## config.mk

```make
export PLATFORM = sky130hd
export DESIGN_NAME = seg_xlate_unit
export DESIGN_NICKNAME = d
export VERILOG_FILES = /design/src/rtl/seg_xlate_pkg.sv /design/src/rtl/seg_desc_store.sv /design/src/rtl/seg_table_ptrs.sv /design/src/rtl/seg_check.sv /design/src/rtl/seg_xlate_unit.sv
export SDC_FILE = /design/constraint.sdc
export NUM_CORES = 2
export LEC_CHECK = 0
export ABC_CLOCK_PERIOD_IN_PS = 7300
export BUFFER_PORTS_ARGS = -buffer_cell sky130_fd_sc_hd__buf_4
export CAP_MARGIN = 20
export CORE_UTILIZATION = 45
export CTS_CLUSTER_DIAMETER = 150
export DETAILED_ROUTE_END_ITERATION = 6
export GPL_TIMING_DRIVEN = 0
export SETUP_SLACK_MARGIN = 0.4
export SLEW_MARGIN = 20
export SYNTH_ARGS = -nofsm -noshare
export SYNTH_HDL_FRONTEND = slang
export SYNTH_SLANG_ARGS = --single-unit
export TNS_END_PERCENT = 5
```

## constraint.sdc

```tcl
create_clock -name clk -period 7.3 [get_ports clk]
set_clock_uncertainty 0.15 [all_clocks]
set_input_delay 0.73 -clock clk [delete_from_list [all_inputs] [get_ports clk]]
set_output_delay 0.73 -clock clk [all_outputs]
set_load 0.005 [all_outputs]
```

## src/rtl/seg_xlate_pkg.sv

```systemverilog
package seg_xlate_pkg;

  localparam int PA_W   = 24;
  localparam int OFF_W  = 16;
  localparam int SEL_W  = 16;
  localparam int IDX_W  = SEL_W - 3;
  localparam int PERM_W = 3;
  localparam int RING_W = 2;

  typedef enum logic [2:0] {
    FLT_NONE  = 3'd0,
    FLT_LIMIT = 3'd1,
    FLT_PRIV  = 3'd2,
    FLT_PERM  = 3'd3,
    FLT_BOUND = 3'd4
  } fault_e;

  typedef enum logic [1:0] {
    CFG_NOP  = 2'd0,
    CFG_DESC = 2'd1,
    CFG_GPTR = 2'd2,
    CFG_LPTR = 2'd3
  } cfg_e;

  typedef struct packed {
    logic [PA_W-1:0]   base;
    logic [OFF_W-1:0]  bound;
    logic [PERM_W-1:0] perm;
    logic [RING_W-1:0] dpl;
  } desc_t;

  // larger ring number = less privileged
  function automatic logic [RING_W-1:0] f_eff_ring(input logic [RING_W-1:0] a,
                                                   input logic [RING_W-1:0] b);
    return (a > b) ? a : b;
  endfunction

  function automatic logic f_ring_ok(input logic [RING_W-1:0] cpl,
                                     input logic [RING_W-1:0] rpl,
                                     input logic [RING_W-1:0] dpl);
    return f_eff_ring(cpl, rpl) <= dpl;
  endfunction

  function automatic logic f_perm_ok(input logic [PERM_W-1:0] perm,
                                     input logic [1:0] acc);
    logic ok;
    case (acc)
      2'd0:    ok = perm[0];
      2'd1:    ok = perm[1];
      2'd2:    ok = perm[2];
      default: ok = 1'b0;
    endcase
    return ok;
  endfunction

  function automatic logic [PA_W-1:0] f_phys(input logic [PA_W-1:0] base,
                                             input logic [OFF_W-1:0] off);
    return base + PA_W'(off);
  endfunction

  function automatic fault_e f_judge(input logic over_limit,
                                     input desc_t d,
                                     input logic [RING_W-1:0] cpl,
                                     input logic [RING_W-1:0] rpl,
                                     input logic [1:0] acc,
                                     input logic [OFF_W-1:0] off);
    fault_e f;
    if (over_limit)                  f = FLT_LIMIT;
    else if (!f_ring_ok(cpl, rpl, d.dpl)) f = FLT_PRIV;
    else if (!f_perm_ok(d.perm, acc)) f = FLT_PERM;
    else if (off > d.bound)          f = FLT_BOUND;
    else                             f = FLT_NONE;
    return f;
  endfunction

endpackage

```

## src/rtl/seg_desc_store.sv

```systemverilog
module seg_desc_store
  import seg_xlate_pkg::*;
#(
  parameter int SLOTS  = 32,
  localparam int SLOT_W = $clog2(SLOTS)
) (
  input  logic              clk,
  input  logic              rst_n,
  input  logic              wr_en,
  input  logic [SLOT_W-1:0] wr_slot,
  input  desc_t             wr_desc,
  input  logic              rd_en,
  input  logic [SLOT_W-1:0] rd_slot,
  output desc_t             rd_desc
);

  desc_t slot_q [SLOTS];

  for (genvar s = 0; s < SLOTS; s++) begin : g_slot
    always_ff @(posedge clk or negedge rst_n) begin
      if (!rst_n)
        slot_q[s] <= '0;
      else if (wr_en && (wr_slot == SLOT_W'(s)))
        slot_q[s] <= wr_desc;
    end
  end

  // registered read: returns the contents before a same-edge write
  always_ff @(posedge clk or negedge rst_n) begin
    if (!rst_n)
      rd_desc <= '0;
    else if (rd_en)
      rd_desc <= slot_q[rd_slot];
  end

endmodule

```

## src/rtl/seg_table_ptrs.sv

```systemverilog
module seg_table_ptrs
  import seg_xlate_pkg::*;
#(
  parameter int SLOT_W = 5,
  parameter int LIM_W  = IDX_W
) (
  input  logic              clk,
  input  logic              rst_n,
  input  logic              gptr_we,
  input  logic              lptr_we,
  input  logic [SLOT_W-1:0] wr_start,
  input  logic [LIM_W-1:0]  wr_limit,
  input  logic              sel_local,
  input  logic [LIM_W-1:0]  sel_index,
  output logic [SLOT_W-1:0] slot,
  output logic              over_limit
);

  localparam int NTBL = 2;

  logic [SLOT_W-1:0] start_q [NTBL];
  logic [LIM_W-1:0]  limit_q [NTBL];

  for (genvar t = 0; t < NTBL; t++) begin : g_tbl
    logic we;
    assign we = (t == 0) ? gptr_we : lptr_we;
    always_ff @(posedge clk or negedge rst_n) begin
      if (!rst_n) begin
        start_q[t] <= '0;
        limit_q[t] <= '0;
      end else if (we) begin
        start_q[t] <= wr_start;
        limit_q[t] <= wr_limit;
      end
    end
  end

  logic [SLOT_W-1:0] act_start;
  logic [LIM_W-1:0]  act_limit;

  always_comb begin
    act_start  = start_q[sel_local];
    act_limit  = limit_q[sel_local];
    slot       = act_start + sel_index[SLOT_W-1:0];
    over_limit = sel_index > act_limit;
  end

endmodule

```

## src/rtl/seg_check.sv

```systemverilog
module seg_check
  import seg_xlate_pkg::*;
(
  input  desc_t             desc,
  input  logic              over_limit,
  input  logic [RING_W-1:0] cpl,
  input  logic [RING_W-1:0] rpl,
  input  logic [1:0]        acc,
  input  logic [OFF_W-1:0]  off,
  output fault_e            fault,
  output logic [PA_W-1:0]   addr
);

  always_comb begin
    fault = f_judge(over_limit, desc, cpl, rpl, acc, off);
    addr  = (fault == FLT_NONE) ? f_phys(desc.base, off) : '0;
  end

endmodule

```

## src/rtl/seg_xlate_unit.sv

```systemverilog
module seg_xlate_unit
  import seg_xlate_pkg::*;
#(
  parameter int SLOTS  = 32,
  localparam int SLOT_W = $clog2(SLOTS)
) (
  input  logic              clk,
  input  logic              rst_n,
  input  logic [1:0]        cfg_op,
  input  logic [1:0]        cfg_cpl,
  input  logic [SLOT_W-1:0] cfg_slot,
  input  logic [23:0]       cfg_base,
  input  logic [15:0]       cfg_bound,
  input  logic [2:0]        cfg_perm,
  input  logic [1:0]        cfg_dpl,
  input  logic [12:0]       cfg_limit,
  input  logic              req_valid,
  output logic              req_ready,
  input  logic [15:0]       req_sel,
  input  logic [15:0]       req_off,
  input  logic [1:0]        req_acc,
  input  logic [1:0]        req_cpl,
  output logic              rsp_valid,
  input  logic              rsp_ready,
  output logic [23:0]       rsp_addr,
  output logic [2:0]        rsp_fault
);

  typedef enum logic [1:0] {ST_IDLE, ST_CHECK, ST_RESP} state_e;

  state_e state_q;

  // named internal events
  logic accept, deliver, cfg_priv, desc_we, gptr_we, lptr_we;

  assign cfg_priv = (cfg_cpl == '0);
  assign desc_we  = cfg_priv && (cfg_e'(cfg_op) == CFG_DESC);
  assign gptr_we  = cfg_priv && (cfg_e'(cfg_op) == CFG_GPTR);
  assign lptr_we  = cfg_priv && (cfg_e'(cfg_op) == CFG_LPTR);

  assign req_ready = (state_q == ST_IDLE);
  assign rsp_valid = (state_q == ST_RESP);
  assign accept    = req_valid && req_ready;
  assign deliver   = rsp_valid && rsp_ready;

  // selector fields
  logic [IDX_W-1:0]  sel_index;
  logic              sel_local;
  logic [RING_W-1:0] sel_rpl;

  assign sel_index = req_sel[SEL_W-1:3];
  assign sel_local = req_sel[2];
  assign sel_rpl   = req_sel[1:0];

  desc_t wr_desc;
  assign wr_desc = '{base: cfg_base, bound: cfg_bound, perm: cfg_perm, dpl: cfg_dpl};

  logic [SLOT_W-1:0] rd_slot;
  logic              over_limit;
  desc_t             fetched;

  seg_table_ptrs #(.SLOT_W(SLOT_W), .LIM_W(IDX_W)) ptrs_i (
    .clk        (clk),
    .rst_n      (rst_n),
    .gptr_we    (gptr_we),
    .lptr_we    (lptr_we),
    .wr_start   (cfg_slot),
    .wr_limit   (cfg_limit),
    .sel_local  (sel_local),
    .sel_index  (sel_index),
    .slot       (rd_slot),
    .over_limit (over_limit)
  );

  seg_desc_store #(.SLOTS(SLOTS)) store_i (
    .clk     (clk),
    .rst_n   (rst_n),
    .wr_en   (desc_we),
    .wr_slot (cfg_slot),
    .wr_desc (wr_desc),
    .rd_en   (accept),
    .rd_slot (rd_slot),
    .rd_desc (fetched)
  );

  // request fields captured at acceptance
  logic              over_q;
  logic [RING_W-1:0] cpl_q, rpl_q;
  logic [1:0]        acc_q;
  logic [OFF_W-1:0]  off_q;

  always_ff @(posedge clk or negedge rst_n) begin
    if (!rst_n) begin
      over_q <= 1'b0;
      cpl_q  <= '0;
      rpl_q  <= '0;
      acc_q  <= '0;
      off_q  <= '0;
    end else if (accept) begin
      over_q <= over_limit;
      cpl_q  <= req_cpl;
      rpl_q  <= sel_rpl;
      acc_q  <= req_acc;
      off_q  <= req_off;
    end
  end

  fault_e          chk_fault;
  logic [PA_W-1:0] chk_addr;

  seg_check check_i (
    .desc       (fetched),
    .over_limit (over_q),
    .cpl        (cpl_q),
    .rpl        (rpl_q),
    .acc        (acc_q),
    .off        (off_q),
    .fault      (chk_fault),
    .addr       (chk_addr)
  );

  always_ff @(posedge clk or negedge rst_n) begin
    if (!rst_n) begin
      state_q   <= ST_IDLE;
      rsp_addr  <= '0;
      rsp_fault <= '0;
    end else begin
      case (state_q)
        ST_IDLE:  if (accept) state_q <= ST_CHECK;
        ST_CHECK: begin
          state_q   <= ST_RESP;
          rsp_addr  <= chk_addr;
          rsp_fault <= chk_fault;
        end
        ST_RESP:  if (deliver) state_q <= ST_IDLE;
        default:  state_q <= ST_IDLE;
      endcase
    end
  end

endmodule

```

==> summary.md <==
| Metric | Value |
|---|---|
| Result of the run | `completed` |
| Data required, critical path | `7.79 ns` |
| Die boundary width | `401 um` |
| Starting density of the core | `45.3%` |
| Clock share of power | `36.3%` |
| Drt total wl | `201000 um` |
| First-pass iteration count of the detailed router | `5` |
| Net switching power | `7.73 mW` |
| Design Power | `25.0 mW` |
| Share of the synthesized area in the top cell type | `54.9%` |
| Critical path startpoint category | `flop` |
| Post-Synthesis Cells | `4467` |
| Max Root-Sink Buffers | `3` |
| Worst reg2reg setup slack | `1.45 ns` |
| Warnings from Yosys | `0` |
| Setup total negative slack | `0 ns` |
| Clock-pin slew of the registers on the worst-case setup and hold paths | `0.06 ns` |
| Buffers added on ports | `132` |
| Top-level I/O count | `136` |
| Cell-by-cell trace of the critical path | `mux2_2, ha_1, fa_1, buf_2, clkbuf_1, clkbuf_1, mux4_2, mux4_2, mux2i_1, a21oi_1` |
| Worst path buffer plus inverter count | `3` |
| Pint | `17.3 mW` |
| Final Cycle Share | `80.2%` |
| Max Cap Violations | `0` |
| Kind of cell with the highest combined delay on the critical path | `multiplexers` |
| Mapped Area | `71700 um^2` |
| Static leakage | `39.3 nW` |
| Maximum operating frequency | `171 MHz` |
| Leading cell type in the layout, fill and taps excluded | `sky130_fd_sc_hd__dfrtp_1` |
| Vias post-DR | `41100` |
| Number of synthesized flops with an enable pin | `0` |
| Fin. max-slew vios | `0` |
| Die Y-Extent | `401 um` |
| Area enclosed by the die boundary | `161000 um^2` |
| CTS tree | `done` |
| H-tree level count | `4` |
| Fraction of the core area covered by cells at the end of the flow | `51.9%` |
| Remaining number of nets flagged by the antenna check after routing | `0` |
| Routability congestion estimate from global placement | `0.842` |
| Relative slew slack | `19.1%` |
| Routed length per placed instance | `28.6 um` |
| Flop and latch count out of synthesis | `1573` |
| Cells taking the most area after synthesis | `sky130_fd_sc_hd__dfrtp_1, sky130_fd_sc_hd__mux2_2, sky130_fd_sc_hd__mux4_2, sky130_fd_sc_hd__clkbuf_1, sky130_fd_sc_hd__ha_1` |
| Longest individual stage delay on the worst path | `0.91 ns` |
| Vias per cell | `5.83` |
| Number of buffers created by CTS | `170` |
| DRC errors left | `0` |
| Core region area | `158000 um^2` |
| CP arrival | `6.34 ns` |
| Placed wire-length estimate after detailed placement | `139000 um` |
| Startpoint of the most critical hold path | `cfg_bound[11]` |
| Proportion of power drawn by flip-flops and latches | `39.6%` |
| Nets | `4989` |
| Startpoint of the worst-slack reg-to-reg timing path | `ptrs_i.start_q[0]` |
| Count of cells resized by post-cts repair | `0` |
| TritonCTS Sinks | `1573` |
| Placement row count | `146` |
| Predominant post-synthesis flop cell | `sky130_fd_sc_hd__dfrtp_1` |
| Ys async rst share | `100%` |
| Hold Crit Endpoint | `store_i.slot_q[1366]` |
| Clock latency on the worst-skew pair | `0.82 ns` |
| Worst hold stages | `2` |
| Number of DRC violations after detailed-routing iteration 0 | `2607` |
| Fraction of power spent switching nets | `30.9%` |
| Pin count of the biggest net entering global routing | `146` |
| Synth unique cells | `55` |
| Most used cells in the layout excluding fill and tap cells | `sky130_fd_sc_hd__dfrtp_1, sky130_fd_sc_hd__mux2_2, sky130_fd_sc_hd__mux4_2` |
| Syn avg cell area | `16.1 um^2` |
| Worst r2r path cells | `10` |
| Slew at the pin closest to its max-slew limit | `1.21 ns` |
| Final hold violation count | `0` |
| Critical R2R Capture | `store_i.rd_desc[9]` |
| Layout Area Growth over Synthesis | `14.5%` |
| Fraction of layout instances using a drive strength above 1 | `50.3%` |
| Hold WS | `0.0587 ns` |
| Cell taking the most area after synthesis | `sky130_fd_sc_hd__dfrtp_1` |
| Cell type of the slowest stage on the worst timing path | `sky130_fd_sc_hd__clkbuf_1` |
| Nets in the synthesized netlist | `4630` |
| Path category of the worst min-delay check | `input port to flop` |
| Wire length of the first global-routing pass | `301000 um` |
| Antenna violations before repair | `10` |
| Overall fraction of global-route tracks in use | `25.6%` |
| WS Path Type | `flop to flop` |
| Power density cells | `304 nW/um^2` |
| Total overflow reported by the global router | `0` |
| Sequential cell area fraction in the yosys report | `54.9%` |
| Maximum fanout along the worst path | `10` |
| Crit path capture type | `flop` |
| Root buffer cell | `sky130_fd_sc_hd__clkbuf_16` |
| Number of global-route vias before repair | `43200` |
| Final critical delay including setup and external delays | `5.85 ns` |
| Maximum ir drop on the vdd rail | `246 uV` |
| Part of the power in combinational logic | `24.1%` |
| Final Setup Violations | `0` |
| Unrepaired setup endpoints after global routing | `no` |
| Post CTS Setup Buffer Count | `0` |
per-layer routing:
metal	up-vias	track usage, %	part of all wire, %	routed length [um]
met3	302	4.11	4.3	8600
met4	6	7.68	3.0	6090
met1	22600	36.8	46	91800
met2	865	40.1	47	94900
met5	-	0	0.023	46
li1	17300	-	-	-
stage by stage:
| stage | area, um^2 | std cells | worst slack [ns] |
|---|---|---|---|
| after floorplan | 71700 | 4467 | 3.28 |
| after global placement | 75300 | 6671 | -14.54 |
| after detailed placement | 75700 | 6687 | 0.734 |
| after CTS | 82100 | 7039 | 1.45 |
| after global routing | 82100 | 7040 | 1.45 |
| final | 82100 | 7041 | 1.45 |
synth_stat cells, types with 2 or more instances:
library cell / instances
sky130_fd_sc_hd__nor3b_2: 2
sky130_fd_sc_hd__nand3_1: 16
sky130_fd_sc_hd__fa_1: 2
sky130_fd_sc_hd__buf_4: 30
sky130_fd_sc_hd__and2_1: 2
sky130_fd_sc_hd__nand2_1: 71
sky130_fd_sc_hd__nand4_1: 12
sky130_fd_sc_hd__mux2_1: 42
sky130_fd_sc_hd__a22o_1: 3
sky130_fd_sc_hd__a211oi_1: 6
sky130_fd_sc_hd__clkbuf_1: 259
sky130_fd_sc_hd__dfrtp_1: 1573
sky130_fd_sc_hd__nand3b_1: 3
sky130_fd_sc_hd__xor2_1: 11
sky130_fd_sc_hd__nor2_2: 12
sky130_fd_sc_hd__inv_1: 38
sky130_fd_sc_hd__a31oi_1: 4
sky130_fd_sc_hd__o21ai_1: 2
sky130_fd_sc_hd__mux2i_1: 61
sky130_fd_sc_hd__or2_2: 2
sky130_fd_sc_hd__xnor2_1: 12
sky130_fd_sc_hd__buf_2: 95
sky130_fd_sc_hd__nor3_2: 5
sky130_fd_sc_hd__ha_1: 54
sky130_fd_sc_hd__buf_6: 3
sky130_fd_sc_hd__buf_1: 10
sky130_fd_sc_hd__clkbuf_2: 3
sky130_fd_sc_hd__a21oi_1: 71
sky130_fd_sc_hd__o21ai_0: 41
sky130_fd_sc_hd__mux2_2: 1456
sky130_fd_sc_hd__o211ai_1: 4
sky130_fd_sc_hd__mux4_2: 450
sky130_fd_sc_hd__nor2b_1: 8
sky130_fd_sc_hd__nor2_1: 66
sky130_fd_sc_hd__a21o_1: 10
sky130_fd_sc_hd__nor3_1: 2
sky130_fd_sc_hd__nand2b_1: 6
sky130_fd_sc_hd__o22ai_1: 3
kinds of logic after synthesis:
family | count (synthesis) | synth area share, %
buffers and inverters | 438 | 2.65
adder cells (fa/ha/maj) | 56 | 0.998
AND/OR/NAND/NOR | 214 | 1.43
XOR/XNOR | 24 | 0.304
AO/OA/AOI/OAI | 153 | 1.22
multiplexers | 2009 | 38.5
flip-flops | 1573 | 54.9
sequential cells by signal, indices dropped and copies added, names as in the netlist:
register and flops:
acc_q 2, cpl_q 2, off_q 16, over_q 1, ptrs_i.limit_q 26, ptrs_i.start_q 10, rpl_q 2, rsp_addr 24
rsp_fault 3, state_q 2, store_i.rd_desc 45, store_i.slot_q 1440
layout make-up:
| type | instances | area (um^2) |
|---|---|---|
| antenna | 2 | 5.00 |
| clock buffer | 254 | 5100 |
| multi-input combinational | 2456 | 30500 |
| inverter | 38 | 143 |
| buffer | 400 | 1770 |
| sequential | 1573 | 39400 |
| timing repair buffer | 187 | 1790 |
| clock inverter | 59 | 832 |
| tap | 2072 | 2590 |
| fill | 13200 | 76100 |
power by group through the flow:
| stage | combinational, mW | clock (mW) | sequential, mW |
|---|---|---|---|
| final | 6.02 | 9.08 | 9.89 |
| after floorplan | 3.74 | 0 | 9.83 |
| after detailed placement | 6.04 | 0 | 10.0 |
| after CTS | 6.08 | 9.27 | 9.88 |
| after global routing | 6.44 | 9.61 | 9.97 |
| after global placement | 5.93 | 0 | 10.0 |
worst max path at each step:
stage,start,end,slack [ns],cells past startpoint
final,ptrs_i.start_q[0],store_i.rd_desc[9],1.45,10
after global routing,ptrs_i.start_q[0],store_i.rd_desc[12],1.45,10
after CTS,ptrs_i.start_q[0],store_i.rd_desc[9],1.45,10
after detailed placement,req_sel[2],store_i.rd_desc[9],0.73,11
after global placement,rst_n,store_i.slot_q[1276],-14.54,1
after floorplan,req_sel[2],store_i.rd_desc[10],3.28,11
timing repair:
item,CTS,global route
hold buffers,39,0
hold endpoints to repair,184,0
setup endpoints to repair,0,0
Note: power is estimated with default switching activity, not from simulation.
